## src/rtl/scl_pkg.sv

```systemverilog
package scl_pkg;

    localparam int SCL_DEF_CHANNELS = 4;
    localparam int SCL_DEF_SYNC     = 2;
    localparam int SCL_DEF_POR      = 4;

    // Synchronised view of the serial pins, one clk domain
    typedef struct packed {
        logic sclk_rise;
        logic latch_rise;
        logic sdata;
    } scl_pins_t;

    function automatic logic gate_channel(input logic latched,
                                          input logic en_n,
                                          input logic blocked);
        return latched & ~en_n & ~blocked;
    endfunction

endpackage

```

## src/rtl/scl_por.sv

```systemverilog
module scl_por #(
    parameter int HOLD = scl_pkg::SCL_DEF_POR
) (
    input  logic clk,
    input  logic rst,
    output logic rst_int
);
    localparam int CW = $clog2(HOLD + 1);

    logic [CW-1:0] cnt  = '0;
    logic          done = 1'b0;

    always_ff @(posedge clk) begin
        if (!done) begin
            cnt <= cnt + 1'b1;
            if (cnt == CW'(HOLD - 1))
                done <= 1'b1;
        end
    end

    assign rst_int = rst | ~done;
endmodule

```

## src/rtl/scl_pin_sync.sv

```systemverilog
module scl_pin_sync #(
    parameter int STAGES = scl_pkg::SCL_DEF_SYNC
) (
    input  logic clk,
    input  logic rst,
    input  logic pin,
    output logic level,
    output logic rise
);
    logic [STAGES-1:0] chain;
    logic              prev;

    generate
        if (STAGES == 1) begin : g_single
            always_ff @(posedge clk) begin
                if (rst) chain <= '0;
                else     chain <= pin;
            end
        end else begin : g_multi
            always_ff @(posedge clk) begin
                if (rst) chain <= '0;
                else     chain <= {chain[STAGES-2:0], pin};
            end
        end
    endgenerate

    always_ff @(posedge clk) begin
        if (rst) prev <= 1'b0;
        else     prev <= chain[STAGES-1];
    end

    assign level = chain[STAGES-1];
    assign rise  = chain[STAGES-1] & ~prev;
endmodule

```

## src/rtl/scl_shift_stage.sv

```systemverilog
module scl_shift_stage #(
    parameter int CHANNELS = scl_pkg::SCL_DEF_CHANNELS
) (
    input  logic                clk,
    input  logic                rst,
    input  scl_pkg::scl_pins_t  pins,
    output logic [CHANNELS-1:0] hold_q,
    output logic                sout
);
    localparam int TOP = CHANNELS - 1;

    always_ff @(posedge clk) begin
        if (rst)
            hold_q <= '0;
        else if (pins.sclk_rise)
            hold_q <= {hold_q[TOP-1:0], pins.sdata};
    end

    assign sout = hold_q[TOP];

    AST_SHIFT_ADVANCES: assert property (@(posedge clk) disable iff (rst)
        pins.sclk_rise |=> hold_q[TOP:1] == $past(hold_q[TOP-1:0]))
        else $error("shift did not advance");
    AST_SHIFT_TAKES_DATA: assert property (@(posedge clk) disable iff (rst)
        pins.sclk_rise |=> hold_q[0] == $past(pins.sdata))
        else $error("stage 0 missed data");
    AST_SHIFT_HOLDS: assert property (@(posedge clk) disable iff (rst)
        !pins.sclk_rise |=> $stable(hold_q))
        else $error("holding register moved without edge");
endmodule

```

## src/rtl/scl_latch_gate.sv

```systemverilog
module scl_latch_gate #(
    parameter int CHANNELS = scl_pkg::SCL_DEF_CHANNELS
) (
    input  logic                clk,
    input  logic                rst,
    input  logic                latch_rise,
    input  logic [CHANNELS-1:0] hold_d,
    input  logic                enable_n,
    input  logic [CHANNELS-1:0] block_in,
    output logic [CHANNELS-1:0] chan_on
);
    logic [CHANNELS-1:0] lat_q;

    always_ff @(posedge clk) begin
        if (rst)             lat_q <= '0;
        else if (latch_rise) lat_q <= hold_d;
    end

    generate
        for (genvar i = 0; i < CHANNELS; i++) begin : g_ch
            assign chan_on[i] = scl_pkg::gate_channel(lat_q[i], enable_n, block_in[i]);
        end
    endgenerate

    AST_LATCH_COPIES: assert property (@(posedge clk) disable iff (rst)
        latch_rise |=> lat_q == $past(hold_d))
        else $error("latch did not copy holding register");
    AST_LATCH_HOLDS: assert property (@(posedge clk) disable iff (rst)
        !latch_rise |=> $stable(lat_q))
        else $error("latched data changed without latch edge");
endmodule

```

## src/rtl/serial_chan_latch.sv

```systemverilog
module serial_chan_latch #(
    parameter int CHANNELS    = scl_pkg::SCL_DEF_CHANNELS,
    parameter int SYNC_STAGES = scl_pkg::SCL_DEF_SYNC,
    parameter int POR_CYCLES  = scl_pkg::SCL_DEF_POR
) (
    input  logic                clk,
    input  logic                rst,
    input  logic                ser_clk_in,
    input  logic                ser_data_in,
    input  logic                latch_in,
    input  logic                enable_n,
    input  logic [CHANNELS-1:0] block_in,
    output logic                ser_data_out,
    output logic [CHANNELS-1:0] chan_on
);
    logic               rst_i;
    scl_pkg::scl_pins_t pins;
    logic [CHANNELS-1:0] hold_q;
    logic               sclk_lvl, latch_lvl, data_rise;

    scl_por #(.HOLD(POR_CYCLES)) u_por (
        .clk(clk), .rst(rst), .rst_int(rst_i)
    );

    scl_pin_sync #(.STAGES(SYNC_STAGES)) u_sync_clk (
        .clk(clk), .rst(rst_i), .pin(ser_clk_in),
        .level(sclk_lvl), .rise(pins.sclk_rise)
    );
    scl_pin_sync #(.STAGES(SYNC_STAGES)) u_sync_lat (
        .clk(clk), .rst(rst_i), .pin(latch_in),
        .level(latch_lvl), .rise(pins.latch_rise)
    );
    scl_pin_sync #(.STAGES(SYNC_STAGES)) u_sync_dat (
        .clk(clk), .rst(rst_i), .pin(ser_data_in),
        .level(pins.sdata), .rise(data_rise)
    );

    scl_shift_stage #(.CHANNELS(CHANNELS)) u_shift (
        .clk(clk), .rst(rst_i), .pins(pins),
        .hold_q(hold_q), .sout(ser_data_out)
    );

    scl_latch_gate #(.CHANNELS(CHANNELS)) u_gate (
        .clk(clk), .rst(rst_i), .latch_rise(pins.latch_rise),
        .hold_d(hold_q), .enable_n(enable_n), .block_in(block_in),
        .chan_on(chan_on)
    );

    logic unused_lvls;
    assign unused_lvls = sclk_lvl ^ latch_lvl ^ data_rise;

    AST_DISABLED_ALL_OFF: assert property (@(posedge clk) disable iff (rst_i)
        enable_n |-> chan_on == '0)
        else $error("channel on while disabled");
    AST_BLOCKED_OFF: assert property (@(posedge clk) disable iff (rst_i)
        (chan_on & block_in) == '0)
        else $error("blocked channel on");
    AST_RESET_CLEARS: assert property (@(posedge clk) disable iff (u_por.done == 1'b0)
        $past(rst) |-> (chan_on == '0) && !ser_data_out)
        else $error("reset did not clear");
    AST_SOUT_SHIFTED: assert property (@(posedge clk) disable iff (rst_i)
        pins.sclk_rise |=> ser_data_out == $past(hold_q[CHANNELS-2]))
        else $error("serial out not the shifted stage");
endmodule

```

## config.mk

```make
export PLATFORM = sky130hd
export DESIGN_NAME = serial_chan_latch
export DESIGN_NICKNAME = d
export VERILOG_FILES = /design/src/rtl/scl_pkg.sv /design/src/rtl/scl_por.sv /design/src/rtl/scl_pin_sync.sv /design/src/rtl/scl_shift_stage.sv /design/src/rtl/scl_latch_gate.sv /design/src/rtl/serial_chan_latch.sv
export SDC_FILE = /design/constraint.sdc
export NUM_CORES = 1
export LEC_CHECK = 0
export ABC_AREA = 1
export BUFFER_PORTS_ARGS = -buffer_cell sky130_fd_sc_hd__clkbuf_2
export CAP_MARGIN = 40
export CELL_PAD_IN_SITES_DETAIL_PLACEMENT = 0
export CELL_PAD_IN_SITES_GLOBAL_PLACEMENT = 1
export CORE_MARGIN = 5
export CORE_UTILIZATION = 35
export DETAILED_ROUTE_END_ITERATION = 16
export PLACE_DENSITY_LB_ADDON = 0.05
export SETUP_SLACK_MARGIN = 0.15
export SKIP_CTS_REPAIR_TIMING = 1
export SLEW_MARGIN = 20
export SYNTH_ARGS = -nofsm -noshare
export SYNTH_HDL_FRONTEND = slang
export SYNTH_SLANG_ARGS = --single-unit
```

## constraint.sdc

```tcl
create_clock -name clk -period 1.1 [get_ports clk]
set_input_delay 0.055 -clock clk [delete_from_list [all_inputs] [get_ports clk]]
set_output_delay 0.055 -clock clk [all_outputs]
set_load 0.02 [all_outputs]
```

==> qor.csv <==
metric,value,unit
PD cells,1233,nW/um^2
Syn Inst Count,90,
"EDFF count, synth",3,
post-synthesis sequential area ratio,0.5434,
hold violation count in the final report,0,
most common cell in the netlist,dfxtp_1,
Slew headroom,0.8798,
Initial Utilization,0.3615,
CP bufs+invs,1,
clk_skew,0.008956,ns
Reg2Reg Depth,3,
reg2reg start,u_por.cnt[0],
Worst-path clk slew,0.11,ns
Post-synth ARST share,0,
Max Slew Vio Count,0,
row count,17,
IO Pins,15,
setup ws final,-0.01131,ns
CTS root buffer,clkbuf_4,
Commonest cells post-synth,"dfxtp_1, inv_1, nor2_1",
Tcrit/Tclk final,1.010,
top post-synthesis cells by area,"dfxtp_1, edfxtp_1, inv_1, nor2_1, nor2_2",
Post-DP Area,899.6,sq um
maxcap violations,0,
setup violators final,1,
Leakage,0.4308,nW
fmax,0.8998,GHz
Nets,125,
total grt overflow,0,
CP Max Fanout,2,
fillcell total,233,
die height,57.57,um
Final Util,0.4632,
Final GP Congestion,0.6978,
crit path DAT,1.19,ns
crit path kind,reg2reg,
"slowest stage delay, CP",0.40,ns
CTS H-tree depth,1,
CP required,1.17,ns
Synth Area per Inst,8.800,sq um
first-pass GRT wire length,2063,um
Reg area,436.7,sq um
layout cells sized above 1,0.4107,
critical path depth,3,
CTS tree,done,
CP max stage cell,edfxtp_1,
VDD IR max,0.8368,mV
Synthesis Warnings,0,
ANT nets after route,0,
vias per cell,4.107,
worst min path class,in2reg,
minimum clock period,1.111,ns
worst skew pair latency,0.29,ns
largest area contributor in the netlist,dfxtp_1,
"Distinct cells, synth",14,
RSZ-0062 raised after global routing,true,
die width,57.57,um
post-synth top area share,0.4297,
CP Launch Point,u_por.cnt[0],
failing checks,negative setup slack,
capture point of the worst path,u_por.cnt[2],
drt total wl,1257,um
Synth Register Bits,20,
status,finished with violations,
Worst Max-Slew Pin Slew,0.1800,ns
ant diodes,0,
Post-Syn Nets,102,
DRC,0,
largest net degree at the start of global routing,12,
vias in the first global route,497,
initial antenna violation count,0,
Via Count,575,
reg-to-reg setup timing slack,-0.01,ns
crit start category,register,
area delta synth->final,28.12,%
GR Util All Layers,0.07913,
clock tree buffer depth,2,
Total Power,0.001252,W
Avg WL per Cell,8.979,um
worst path cell trace,ha_2 > ha_4 > inv_2,
total CTS buffers,3,
Die ar.,3314,sq um
design area,1015,sq um
"delay-heaviest family, CP",adder cells,
RR Endpoint,u_por.cnt[2],
Starting DRT DRC Count,5,
Clock Sinks,20,
Crit. End Element,register,
hpwl dp,932.7,um
first drt pass iteration count,2,
IO buf count,14,
Mapped Area,792.0,sq um
area of the multi-input gates,321.6,sq um
"Top FF cell, synth",dfxtp_1,
Std-Cell Core Area,2191,sq um
## state kept, by name, indices dropped and copies added, names as in the netlist
| signal | flops |
|---|---|
| u_gate.lat_q | 4 |
| u_shift.hold_q | 4 |
| u_por.cnt | 3 |
| u_sync_clk.chain | 2 |
| u_sync_dat.chain | 2 |
| u_sync_lat.chain | 2 |
| u_por.done | 1 |
| u_sync_clk.prev | 1 |
| u_sync_lat.prev | 1 |
## cell families after synthesis
logic type               share of synthesized area
buffers and inverters                      0.09795
adder cells (fa/ha/maj)                    0.03159
AND/OR/NAND/NOR                             0.3270
flip-flops                                  0.5435
## final cells by class
class	instances	area share
well taps	28	0.03453
clock buffers	4	0.02589
inverters	20	0.07645
flip-flops and latches	20	0.4303
repair buffers	18	0.1159
multi-input cells	50	0.3169
## tightest hold or removal path, stage by stage
cell and delay [ns]:
clkbuf_2 0.13, nor2_8 0.07, nand2_1 0.07, nor2_1 0.03
## metal layers
layer	global-route usage	routed length, um	vias to the layer above
li1	-	-	310
met4	0.01987	14	0
met3	0.04525	122	2
met2	0.1226	577	15
met5	0	0	-
met1	0.09401	542	248
## where the power goes
group / switching, W / total (W) / internal [W]
logic: 0.0000664 / 0.000126 / 0.0000592
clock network: 0.000203 / 0.000344 / 0.000141
registers: 0.0000144 / 0.000782 / 0.000767
## stage by stage
stage | setup slack [ns] | setup TNS (ns) | hold slack, ns | instances
6_report | -0.01131 | -0.01131 | 0.08445 | 140
5_1_grt | -0.04388 | -0.04388 | 0.08412 | 140
4_1_cts | -0.01374 | -0.01909 | -0.05379 | 136
3_5_place_dp | 0.001168 | 0 | 0.2700 | 132
3_3_place_gp | 0.02072 | 0 | 0.2660 | 132
2_1_floorplan | 0.02794 | 0 | 0.1815 | 90
## cells in the final DEF, fill, tap and decap left out
cell | synthesis | final
ha_4 | 0 | 1
clkbuf_1 | 0 | 1
nand2_1 | 8 | 8
ha_2 | 0 | 1
dfxtp_2 | 0 | 5
dfxtp_1 | 17 | 12
dlygate4sd3_1 | 0 | 3
clkbuf_2 | 0 | 10
inv_1 | 16 | 15
edfxtp_1 | 3 | 3
nor2_2 | 8 | 8
nor2_4 | 2 | 2
inv_2 | 3 | 4
nor2_8 | 1 | 1
buf_4 | 0 | 5
nor2_1 | 16 | 16
inv_4 | 1 | 1
nor3b_2 | 0 | 4
clkbuf_4 | 0 | 3
or2_4 | 0 | 1
nand3_1 | 8 | 8
## how the worst min path moves through the flow
| stage | end | slack (ns) | cells after the start | start |
|---|---|---|---|---|
| global route | u_gate.lat_q[3] | 0.08 | 4 | rst |
| detailed placement | u_sync_clk.chain[0] | 0.27 | 3 | ser_clk_in |
| floorplan | u_sync_clk.chain[0] | 0.18 | 2 | ser_clk_in |
| finish | u_gate.lat_q[0] | 0.08 | 4 | rst |
| CTS | u_sync_clk.chain[0] | -0.05 | 3 | ser_clk_in |
| global placement | u_sync_lat.chain[0] | 0.27 | 3 | latch_in |
Note: power is estimated with default switching activity, not from simulation.
